$ cat src/rtl/sramtest_pkg.sv
package sramtest_pkg;
  localparam int SEL_W  = 4;
  localparam int ADDR_W = 16;
  localparam int DATA_W = 32;
  localparam int MASK_W = 4;
  localparam int WIDE_W = 2 * DATA_W;
  localparam int PKT_W  = SEL_W + 2 * (ADDR_W + DATA_W + 2 + MASK_W);

  typedef struct packed {
    logic [SEL_W-1:0]  sel;
    logic [ADDR_W-1:0] a0;
    logic [DATA_W-1:0] d0;
    logic              cs0_n;
    logic              we0_n;
    logic [MASK_W-1:0] m0;
    logic [ADDR_W-1:0] a1;
    logic [DATA_W-1:0] d1;
    logic              cs1_n;
    logic              we1_n;
    logic [MASK_W-1:0] m1;
  } pkt_t;
endpackage

$ cat src/rtl/pkt_shift_reg.sv
module pkt_shift_reg #(
  parameter int W = 112
) (
  input  logic         clk,
  input  logic         rst,
  input  logic         shift_en,
  input  logic         shift_in,
  input  logic         load_en,
  input  logic [W-1:0] load_val,
  output logic [W-1:0] pkt_q,
  output logic         shift_out
);
  always_ff @(posedge clk) begin
    if (rst)           pkt_q <= '0;
    else if (load_en)  pkt_q <= load_val;
    else if (shift_en) pkt_q <= {pkt_q[W-2:0], shift_in};
  end

  assign shift_out = pkt_q[W-1];

  AST_RST_CLEAR: assert property (@(posedge clk) rst |=> (pkt_q == '0));
  AST_SHIFT_ONE: assert property (@(posedge clk) disable iff (rst)
    (shift_en && !load_en) |=> (pkt_q == {$past(pkt_q[W-2:0]), $past(shift_in)}));
  AST_IDLE_HOLD: assert property (@(posedge clk) disable iff (rst)
    (!shift_en && !load_en) |=> $stable(pkt_q));
  AST_LOAD_WINS: assert property (@(posedge clk) disable iff (rst)
    load_en |=> (pkt_q == $past(load_val)));
endmodule

$ cat src/rtl/sel_decode.sv
module sel_decode #(
  parameter int NMEM  = 16,
  parameter int SEL_W = 4
) (
  input  logic [SEL_W-1:0] sel,
  input  logic             port_cs_n,
  input  logic             all_off,
  output logic [NMEM-1:0]  cs_n
);
  for (genvar i = 0; i < NMEM; i++) begin : g_cs
    assign cs_n[i] = all_off | port_cs_n | (sel != SEL_W'(i));
  end
endmodule

$ cat src/rtl/data_fold.sv
module data_fold #(
  parameter int NW = 32
) (
  input  logic [NW-1:0]   nar_in,
  output logic [2*NW-1:0] wide_out,
  input  logic [2*NW-1:0] wide_in,
  output logic [NW-1:0]   nar_out
);
  localparam int HW = NW / 2;

  assign wide_out = {nar_in[NW-1:HW], {NW{1'b0}}, nar_in[HW-1:0]};
  assign nar_out  = {wide_in[2*NW-1:2*NW-HW], wide_in[HW-1:0]};
endmodule

$ cat src/rtl/sramtest_scan_top.sv
module sramtest_scan_top
  import sramtest_pkg::*;
#(
  parameter int NMEM     = 16,
  parameter int WIDE_IDX = 15
) (
  input  logic                 clk,
  input  logic                 rst,
  input  logic                 scan_en,
  input  logic                 scan_in,
  input  logic                 load_res,
  input  logic                 csb_all,
  output logic                 scan_out,
  output logic [NMEM-1:0]      mem_csb0,
  output logic [ADDR_W-1:0]    mem_addr0,
  output logic [DATA_W-1:0]    mem_din0,
  output logic [WIDE_W-1:0]    mem_din0_w,
  output logic                 mem_web0,
  output logic [MASK_W-1:0]    mem_wmask0,
  output logic [NMEM-1:0]      mem_csb1,
  output logic [ADDR_W-1:0]    mem_addr1,
  output logic [DATA_W-1:0]    mem_din1,
  output logic [WIDE_W-1:0]    mem_din1_w,
  output logic                 mem_web1,
  output logic [MASK_W-1:0]    mem_wmask1,
  input  logic [NMEM*DATA_W-1:0] mem_dout0,
  input  logic [NMEM*DATA_W-1:0] mem_dout1,
  input  logic [WIDE_W-1:0]    mem_dout0_w,
  input  logic [WIDE_W-1:0]    mem_dout1_w
);
  logic [PKT_W-1:0]  pkt_bits;
  logic [PKT_W-1:0]  nxt_bits;
  pkt_t              pkt;
  pkt_t              merged;
  logic [DATA_W-1:0] rd0, rd1, fold0, fold1;

  assign pkt = pkt_t'(pkt_bits);

  pkt_shift_reg #(.W(PKT_W)) i_sreg (
    .clk(clk), .rst(rst), .shift_en(scan_en), .shift_in(scan_in),
    .load_en(load_res), .load_val(nxt_bits),
    .pkt_q(pkt_bits), .shift_out(scan_out)
  );

  sel_decode #(.NMEM(NMEM), .SEL_W(SEL_W)) i_dec0 (
    .sel(pkt.sel), .port_cs_n(pkt.cs0_n), .all_off(csb_all), .cs_n(mem_csb0)
  );
  sel_decode #(.NMEM(NMEM), .SEL_W(SEL_W)) i_dec1 (
    .sel(pkt.sel), .port_cs_n(pkt.cs1_n), .all_off(csb_all), .cs_n(mem_csb1)
  );

  data_fold #(.NW(DATA_W)) i_fold0 (
    .nar_in(pkt.d0), .wide_out(mem_din0_w), .wide_in(mem_dout0_w), .nar_out(fold0)
  );
  data_fold #(.NW(DATA_W)) i_fold1 (
    .nar_in(pkt.d1), .wide_out(mem_din1_w), .wide_in(mem_dout1_w), .nar_out(fold1)
  );

  assign mem_addr0  = pkt.a0;
  assign mem_din0   = pkt.d0;
  assign mem_web0   = pkt.we0_n;
  assign mem_wmask0 = pkt.m0;
  assign mem_addr1  = pkt.a1;
  assign mem_din1   = pkt.d1;
  assign mem_web1   = pkt.we1_n;
  assign mem_wmask1 = pkt.m1;

  // Read-data selection: the wide slot takes its folded bus
  always_comb begin
    rd0 = '0;
    rd1 = '0;
    for (int i = 0; i < NMEM; i++) begin
      if (pkt.sel == SEL_W'(i)) begin
        if (i == WIDE_IDX) begin
          rd0 = fold0;
          rd1 = fold1;
        end else begin
          rd0 = mem_dout0[i*DATA_W +: DATA_W];
          rd1 = mem_dout1[i*DATA_W +: DATA_W];
        end
      end
    end
  end

  always_comb begin
    merged = pkt;
    if (!pkt.cs0_n && pkt.we0_n) merged.d0 = rd0;
    if (!pkt.cs1_n && pkt.we1_n) merged.d1 = rd1;
  end
  assign nxt_bits = PKT_W'(merged);

  AST_ONE_SEL: assert property (@(posedge clk) disable iff (rst)
    $onehot0(~mem_csb0) && $onehot0(~mem_csb1));
  AST_GLOBAL_OFF: assert property (@(posedge clk) disable iff (rst)
    csb_all |-> ((&mem_csb0) && (&mem_csb1)));
  AST_WRITER_KEEPS: assert property (@(posedge clk) disable iff (rst)
    (load_res && !pkt.we0_n) |=> (pkt.d0 == $past(pkt.d0)));
  AST_WIDE_MID: assert property (@(posedge clk) disable iff (rst)
    (mem_din0_w[47:16] == 32'h0) && (mem_din1_w[47:16] == 32'h0));
endmodule

$ cat config.mk
export PLATFORM = sky130hd
export DESIGN_NAME = sramtest_scan_top
export DESIGN_NICKNAME = d
export VERILOG_FILES = /design/src/rtl/sramtest_pkg.sv /design/src/rtl/pkt_shift_reg.sv /design/src/rtl/sel_decode.sv /design/src/rtl/data_fold.sv /design/src/rtl/sramtest_scan_top.sv
export SDC_FILE = /design/constraint.sdc
export NUM_CORES = 1
export LEC_CHECK = 0
export BUFFER_PORTS_ARGS = -buffer_cell sky130_fd_sc_hd__clkbuf_2
export CAP_MARGIN = 5
export CORE_AREA = 4 4 550 552
export CTS_CLUSTER_SIZE = 14
export DETAILED_ROUTE_END_ITERATION = 6
export DIE_AREA = 0 0 554 556
export GPL_TIMING_DRIVEN = 0
export PLACE_DENSITY = 0.34
export SLEW_MARGIN = 20
export SYNTH_ARGS = -nofsm -noshare
export SYNTH_HDL_FRONTEND = slang
export SYNTH_SLANG_ARGS = --single-unit
$ cat constraint.sdc
create_clock -name clk -period 2.2 [get_ports clk]
set_input_delay 0 -clock clk [delete_from_list [all_inputs] [get_ports clk]]
set_output_delay 0 -clock clk [all_outputs]
set_load 0.1 [all_outputs]
## After elaboration in Yosys (flattened, before gate mapping)

Index checks and enable logic that the tools add are counted.

| cells by class | value |
|---|---|
| mux-type cells | 36 |
| bitwise gates (word level) | 35 |
| eq/ne operators | 32 |
| reduce and logical (&&, ||, !) cells | 10 |

Operator list:

| kind | count |
|---|---|
| 32-bit two-way mux | 34 |
| 92-bit two-way mux | 2 |
| 1-bit bitwise OR | 34 |
| 4-bit == test, second input constant | 8 |
| 4-bit inequality test, second input constant | 8 |
| 4-bit by 3-bit == test with 1-bit output, second input constant | 4 |
| 4-bit by 3-bit inequality test with 1-bit output, second input constant | 4 |
| 4-bit by 2-bit == test with 1-bit output, second input constant | 2 |
| 4-bit by 2-bit inequality test with 1-bit output, second input constant | 2 |
| 2-bit AND reduction | 3 |
| 4-bit by 1-bit == test with 1-bit output, second input constant | 1 |
| 4-bit zero test | 1 |
| 2-bit by 1-bit inequality test with 1-bit output, second input constant | 2 |
| 4-bit by 1-bit inequality test with 1-bit output, second input constant | 1 |
| 4-bit nonzero test | 1 |
| 1-bit logical AND | 2 |
| 1-bit zero test | 2 |
| 2-bit nonzero test | 1 |
| 1-bit inverter | 1 |

| storage, ports and cells | value |
|---|---|
| input bits | 1158 |
| word-level logic and storage cells | 116 |
| bits in registers | 112 |

## Longest topological paths before layout

Gate-level depths: netlist (run 1).

| logic depth | value |
|---|---|
| word-level depth | 19 |
| mapped depth | 9 |
| depth with buffers taken out | 5 |

## Modules after synthesis

Synthesis (run 1) repeated with hierarchy kept, for this count alone.

| unflattened totals | value |
|---|---|
| cell total of the unflattened synthesis | 2422 |
| area total of the unflattened synthesis | 17732.0 um^2 |

Modules (own cells, without submodules):

| module | area an instance (um^2) | cells an instance | times used | sequential area each (um^2) |
|---|---|---|---|---|
| sramtest_scan_top | 10729.0 | 1683 | 1 | 0.0 |
| pkt_shift_reg | 5263.8 | 499 | 1 | 2242.2 |
| data_fold | 724.4 | 97 | 2 | 0.0 |
| sel_decode | 145.1 | 23 | 2 | 0.0 |

## Least setup slack after synthesis (run 1)

OpenSTA, ideal clock, no wires.

| timing | value |
|---|---|
| path type | reg2out |
| start | register i_sreg.pkt_q[111] |
| end | output port mem_csb1[10] |
| path buffers | 4 |
| cell stages (with the launch flop) | 7 |
| data arrival time | 2.708 ns |
| setup slack | -0.508 ns |
| cell sequence | dfxtp_1 > buf_2 > buf_2 > buf_1 > nor2b_1 > clkbuf_1 > nand2_1 |

| between the ends | value |
|---|---|
| cells in the longest elaborated chain, start to end | 2 |

Ends and longest elaborated chain:

| what | line | source |
|---|---|---|
| from (decl) | pkt_shift_reg.sv:10 | `output logic [W-1:0] pkt_q,` |
| from (signal assigned) | pkt_shift_reg.sv:15 | `else if (load_en) pkt_q <= load_val;` |
| from (signal assigned) | pkt_shift_reg.sv:16 | `else if (shift_en) pkt_q <= {pkt_q[W-2:0], shift_in};` |
| 4-bit inequality test | sel_decode.sv:11 | `assign cs_n[i] = all_off \| port_cs_n \| (sel != SEL_W'(i));` |
| 1-bit bitwise OR | sel_decode.sv:11 |  |
| to (decl) | sramtest_scan_top.sv:20 | `output logic [NMEM-1:0] mem_csb1,` |

Every way passes these cells.

## Worst setup path after layout (run 1)

| timing | value |
|---|---|
| start | register i_sreg.pkt_q[109] |
| end | register i_sreg.pkt_q[85] |

| between the ends | value |
|---|---|
| cells in the longest elaborated chain, start to end | 19 |

Ends and longest elaborated chain:

| what | line | source |
|---|---|---|
| 4-bit zero test | sramtest_scan_top.sv:73 | `if (pkt.sel == SEL_W'(i)) begin` |
| 32-bit two-way mux (15 in a row) | sramtest_scan_top.sv:73 |  |
| 32-bit two-way mux * | sramtest_scan_top.sv:73 |  |
| 32-bit two-way mux * | sramtest_scan_top.sv:87 | `if (!pkt.cs0_n && pkt.we0_n) merged.d0 = rd0;` |
| 92-bit two-way mux * | pkt_shift_reg.sv:15 |  |

Mark *: on every way between the ends. The rest lies on a longest branch, timed or not. The select of a mux whose other input is x is not followed.
A chain may end at the register's enable or synchronous reset.

==> results_dict.tcl, run 1 <==
set metrics [dict create \
    coreArea_um2 297000 \
    cts_sinks 112 \
    irDropWorstVdd_v 0.000444 \
    drt-total-wl_mm 327 \
    die_w_um 554 \
    viasPerCell 3.67 \
    cp_max_fo 7 \
    preCtsSetupSlack_ps -2360 \
    start_util 0.0560 \
    hold_path_class "in -> reg" \
    track_usage 0.202 \
    grt_pass1_wl_mm 388 \
    antenna_found_initial 240 \
    cts_buffer_depth 2 \
    drc 24 \
    postRouteAntennaNets 0 \
    drtIter0Drc 2575 \
    synth_cell_types 57 \
    cap_violations 0 \
    outcome "finished with violations" \
    io_buffers 1230 \
    timing.critical_path.required_ps 2610 \
    post-route-min-period_ps 2640 \
    grt_max_degree 22 \
    finClkSkew_ps 49.8 \
    ys_async_sr_fraction 0 \
    crit_type "reg -> reg" \
    cts_tree "done" \
    first_pass_iters 7 \
    synthCells 2375 \
    whs_ps 39.0 \
    synth_area_um2 16600 \
    seq_area_frac_synth 0.135 \
    h-tree-depth 3 \
    rows 200 \
    drive_above_1_share 0.583 \
    fin_nets 5183 \
    worst_slew_margin_rel 0.239 \
    syn_avg_cell_area_um2 7.00 \
    reg2reg_slack_ps -440 \
    wl_per_cell_um 40.6 \
    die-area_um2 308000 \
    fin_crit_sh 1.20 \
    powerDensity_nw_per_um2 225 \
    finalMaxSlewViolations 0 \
    fillCellCount 34387 \
    endpoint_kind "flop" \
    violations "DRC, setup timing" \
    clk_latency_ps 510 \
    layout_commonest_cell "clkbuf_2" \
    max_slew.worst_pin.slew_ps 1140 \
    hold_viol 0 \
    route.vias.total 29518 \
    area_delta_synth_final_pct 130 \
    final_cell_mix "clkbuf_2, a21oi_1, buf_4" \
    m1WireLength_mm 140 \
    die_y_um 556 \
    reg2reg_depth 10 \
    grt_overflow 0 \
    arrival_ps 3050 \
    setup_ws_ps -436 \
    synth_seq_cells 112 \
    met3WireLength_mm 28.8 \
    rsz0062_at_grt "true" \
    critPathLaunchType "flop" \
    synth_warnings 0 \
    ys.flop_type "dfxtp_1" \
    largest_reg_flops 112 \
    grt_pass1_vias 29136 \
    top_layer_used "met5" \
    hold-path-cell-count 4 \
    largest-register "i_sreg.pkt_q" \
    max_freq_mhz 379 \
    place_congestion 0.865 \
    setup_viol 96 \
    hpwl_mm 283 \
    top_regs "i_sreg.pkt_q (112)" \
    synth_edf_count 0 \
    leakage_uw 0.0151 \
    io_pins 1425 \
    clock-root-buffer "clkbuf_16" \
    met2_length_mm 148 \
    clk_pin_slew_ps 150 \
    cts_buffers 9 \
]
-- worst paths after layout --
path / from / end
worst max-delay path: i_sreg.pkt_q[109]$_SDFFE_PP0P_ / i_sreg.pkt_q[85]$_SDFFE_PP0P_
worst min-delay path: mem_dout0[299] / i_sreg.pkt_q[71]$_SDFFE_PP0P_
worst min register to register: i_sreg.pkt_q[0]$_SDFFE_PP0P_ / i_sreg.pkt_q[1]$_SDFFE_PP0P_
worst max register to register: i_sreg.pkt_q[109]$_SDFFE_PP0P_ / i_sreg.pkt_q[85]$_SDFFE_PP0P_
-- timing repair --
action | CTS | global route
hold endpoints to repair | 51 | 0
resized for setup | 1086 | 300
setup endpoints to repair | 144 | 96
setup buffers | 162 | 68
hold buffers | 92 | 0
pin swaps | 199 | 151
gates cloned | 8 | 3
-- power breakdown --
part           switching [uW]  leakage, uW  internal (uW)
clock                    1430     0.000149            817
sequential                118     0.000912           2060
combinational            2790       0.0140           1390
-- worst max-delay path, cell delays in order (launching register included) --
cell and delay (ps):
dfxtp_4 420, buf_12 150, buf_16 130, buf_16 150, buf_16 160, a21oi_4 160
o2bb2ai_2 60, a222oi_1 350, buf_4 250, o211ai_1 330, and4_1 330
-- final cells by class --
cell class,instances,area (um2),area share
Multi-Input combinational cell,1909,15400,0.402
Clock buffer,9,225,0.00589
Timing Repair Buffer,1584,11000,0.287
Buffer,406,4160,0.109
Clock inverter,7,75.1,0.00196
Antenna cell,79,198,0.00517
Inverter,3,31.3,0.000819
Tap cell,3939,4930,0.129
Sequential cell,112,2260,0.0592
-- synth_stat cells, types with 3 or more instances --
master / number / share of area
buf_8: 5 / 0.0045
o21ai_1: 6 / 0.0018
and4_1: 31 / 0.016
mux2_2: 31 / 0.021
o22ai_1: 65 / 0.024
nor2_1: 65 / 0.015
a21o_1: 32 / 0.014
a221o_1: 31 / 0.019
nand2_1: 163 / 0.037
a31oi_1: 65 / 0.024
a222oi_1: 31 / 0.019
buf_4: 146 / 0.066
o2bb2ai_1: 32 / 0.017
o22a_1: 32 / 0.017
buf_2: 90 / 0.027
buf_1: 14 / 0.0032
o32a_1: 31 / 0.019
nand2b_1: 35 / 0.013
a21boi_0: 31 / 0.014
dfxtp_1: 112 / 0.13
o211ai_1: 94 / 0.042
mux2i_1: 192 / 0.12
o21ai_0: 250 / 0.075
nand3_1: 3 / 0.00090
a211oi_1: 33 / 0.015
nor3_1: 40 / 0.012
a22oi_1: 32 / 0.014
a311oi_1: 31 / 0.016
clkbuf_1: 135 / 0.030
nor2b_1: 37 / 0.014
buf_6: 20 / 0.014
a21oi_1: 430 / 0.13
-- metal layers --
| metal | up-vias | global-route usage |
|---|---|---|
| met5 | - | 0 |
| met4 | 106 | 0.0470 |
| met3 | 386 | 0.0639 |
| met2 | 1979 | 0.331 |
| met1 | 14669 | 0.256 |
| li1 | 12378 | - |
-- through the flow --
step / util / setup TNS [ps] / total power [uW] / area [um2] / instances
floorplan: - / -1270 / 3910 / 16900 / 2438
global placement: 0.0942 / -300100 / 5910 / 28000 / 7607
detailed placement: 0.0957 / -221680 / 5930 / 28400 / 7635
CTS: 0.122 / -23920 / 8700 / 36100 / 7908
global route: 0.128 / -27510 / 8870 / 38100 / 8004
finish: 0.129 / -19200 / 8610 / 38200 / 8048
-- kinds of logic after synthesis --
group                  share of synthesized area
AOI/OAI and AO/OA                          0.465
buffers and inverters                      0.148
DFF                                        0.135
muxes                                      0.137
other                                   0.000226
and+or+nand+nor                            0.115
Power figures use the tool's default switching activity.
==> run 2: changes to the inputs <==
--- a/config.mk
+++ b/config.mk
@@ -13,6 +13,7 @@
 export DIE_AREA = 0 0 554 556
 export GPL_TIMING_DRIVEN = 0
 export PLACE_DENSITY = 0.34
+export SKIP_CTS_REPAIR_TIMING = 1
 export SLEW_MARGIN = 20
 export SYNTH_ARGS = -nofsm -noshare
 export SYNTH_HDL_FRONTEND = slang
==> run 2 against run 1 <==
Compared with the run above: the run ends with DRC, hold timing, setup timing left; critical path depth stayed put; sequential power hardly changed; count of clock-buffer cells in the layout stayed put; sequential share of layout area is 0.50 points higher; clock skew is 3.7 ps higher; final area is 7.8% lower; non-clock buffer count is 117 lower; fmax is 3.1% lower; global-route usage is 0.45 points lower; register-to-register slack worse by 80 ps; power is 2.7% lower; largest power group unchanged; highest routed layer unchanged.
==> results_dict.tcl, run 2 (synthesized netlist as in run 1, its figures left out) <==
set metrics [dict create \
    hold_path_class "in -> reg" \
    worst_slew_margin_rel 0.280 \
    setup_viol 96 \
    hp-start "mem_dout1[415]" \
    final_cell_mix "clkbuf_2, a21oi_1, buf_4" \
    h-tree-depth 3 \
    drtIter0Drc 2840 \
    largest-register "i_sreg.pkt_q" \
    coreArea_um2 297000 \
    clk_latency_ps 510 \
    route.vias.total 29143 \
    grt_overflow 0 \
    reg2reg_to "i_sreg.pkt_q[80]$_SDFFE_PP0P_" \
    crit_type "reg -> reg" \
    largest_reg_flops 112 \
    clock-root-buffer "clkbuf_16" \
    max_freq_mhz 368 \
    die_y_um 556 \
    die-area_um2 308000 \
    place_congestion 0.865 \
    reg2reg_slack_ps -520 \
    combPwrFrac 0.470 \
    cts_buffer_depth 2 \
    cap_violations 0 \
    outcome "finished with violations" \
    arrival_ps 3140 \
    grt_pass1_wl_mm 377 \
    fin_cells 7921 \
    hold_viol 1 \
    rsz0062_at_grt "true" \
    io_buffers 1230 \
    grt_max_degree 22 \
    power.switching_uw 4240 \
    finalMaxSlewViolations 0 \
    antenna_found_initial 241 \
    fin_nets 5066 \
    top_regs "i_sreg.pkt_q (112)" \
    viasPerCell 3.68 \
    endpoint_kind "flop" \
    multi_input_area_um2 14300 \
    r2r_start "i_sreg.pkt_q[110]$_SDFFE_PP0P_" \
    drt-total-wl_mm 325 \
    area_delta_synth_final_pct 112 \
    first_pass_iters 7 \
    irDropWorstVdd_v 0.000501 \
    wl_per_cell_um 41.1 \
    grt_pass1_vias 27676 \
    postRouteAntennaNets 0 \
    cp_max_fo 10 \
    cts_tree "done" \
    critPathLaunchType "flop" \
    p_int_uw 4140 \
    max_slew.worst_pin.slew_ps 1080 \
    layout_commonest_cell "clkbuf_2" \
    track_usage 0.197 \
    hpwl_mm 283 \
    fin_crit_sh 1.24 \
    fillCellCount 34639 \
    leakage_uw 0.0139 \
    seq_power_share 0.260 \
    dp_cells 7635 \
    worstHoldEndpoint "i_sreg.pkt_q[37]$_SDFFE_PP0P_" \
    hold-path-cell-count 5 \
    final_util 0.119 \
    violations "DRC, hold timing, setup timing" \
    die_w_um 554 \
    post-route-min-period_ps 2720 \
    rows 200 \
    clk_pin_slew_ps 150 \
    fin_tns_setup_ps -22240 \
    start_util 0.0560 \
    clockPowerShare 0.270 \
    cts_buffers 9 \
    drc 27 \
    powerDensity_nw_per_um2 238 \
    finClkSkew_ps 53.4 \
    regArea_um2 2260 \
    cts_sinks 112 \
    setup_ws_ps -520 \
    whs_ps -0.317 \
    timing.critical_path.required_ps 2620 \
    io_pins 1425 \
    swShare 0.506 \
    drive_above_1_share 0.558 \
    reg2reg_depth 10 \
]
==> run 2: changes by cell type in the layout (fill, tap and decap cells not counted), sizes merged <==
cell         before   now
buf             542   505
bufbuf            4     1
clkbuf         1361  1344
diode            79    69
inv               4     5
clkinv            4     3
dlygate4sd3      92    32
==> run 2: layout make-up <==
class	count	share of cell area
antenna	69	0.00490
buffer	407	0.113
clock buffer	9	0.00639
clock inverter	7	0.00213
inverter	3	0.000532
multi-input combinational	1909	0.406
sequential	112	0.0643
tap	3939	0.140
timing repair buffer	1466	0.263
==> run 2: worst max-delay path, cell delays in order, from the launching register on <==
cell,delay (ps)
dfxtp_4,430
buf_8,170
buf_16,160
clkbuf_4,240
a21oi_1,160
o2bb2ai_1,100
a222oi_1,300
buf_4,200
buf_6,130
o211ai_1,360
and4_1,330
==> run 2: metrics by stage <==
step           cell area, um2  total power (uW)  worst slack (ps)
6_report                35200              8380              -520
5_1_grt                 35100              8630              -463
4_1_cts                 28700              8300             -2990
3_5_place_dp            28400              5930             -2360
3_3_place_gp            28000              5910             -4200
2_1_floorplan           16900              3910              -160
==> run 2: worst max-delay path by stage <==
stage,startpoint,endpoint,cells after the start
floorplan,i_sreg.pkt_q[111]$_SDFFE_PP0P_,mem_csb1[10],6
global placement,i_sreg.pkt_q[110]$_SDFFE_PP0P_,i_sreg.pkt_q[89]$_SDFFE_PP0P_,6
detailed placement,i_sreg.pkt_q[108]$_SDFFE_PP0P_,mem_csb1[15],9
CTS,i_sreg.pkt_q[108]$_SDFFE_PP0P_,mem_csb1[15],9
global route,i_sreg.pkt_q[108]$_SDFFE_PP0P_,i_sreg.pkt_q[85]$_SDFFE_PP0P_,9
finish,i_sreg.pkt_q[110]$_SDFFE_PP0P_,i_sreg.pkt_q[80]$_SDFFE_PP0P_,10
==> run 2: routing by layer <==
metal	track usage	vias to the layer above	part of all wire
met2	0.326	2081	0.46
met4	0.0414	120	0.027
li1	-	12135	-
met1	0.250	14411	0.42
met3	0.0634	396	0.091
met5	0	-	0.0024
==> run 2: power groups by stage <==
| stage | registers, uW | clock network, uW | logic, uW |
|---|---|---|---|
| finish | 2180 | 2260 | 3940 |
| global route | 2180 | 2380 | 4070 |
| CTS | 2190 | 2410 | 3700 |
| detailed placement | 2240 | 0 | 3690 |
| global placement | 2240 | 0 | 3680 |
| floorplan | 2450 | 0 | 1460 |
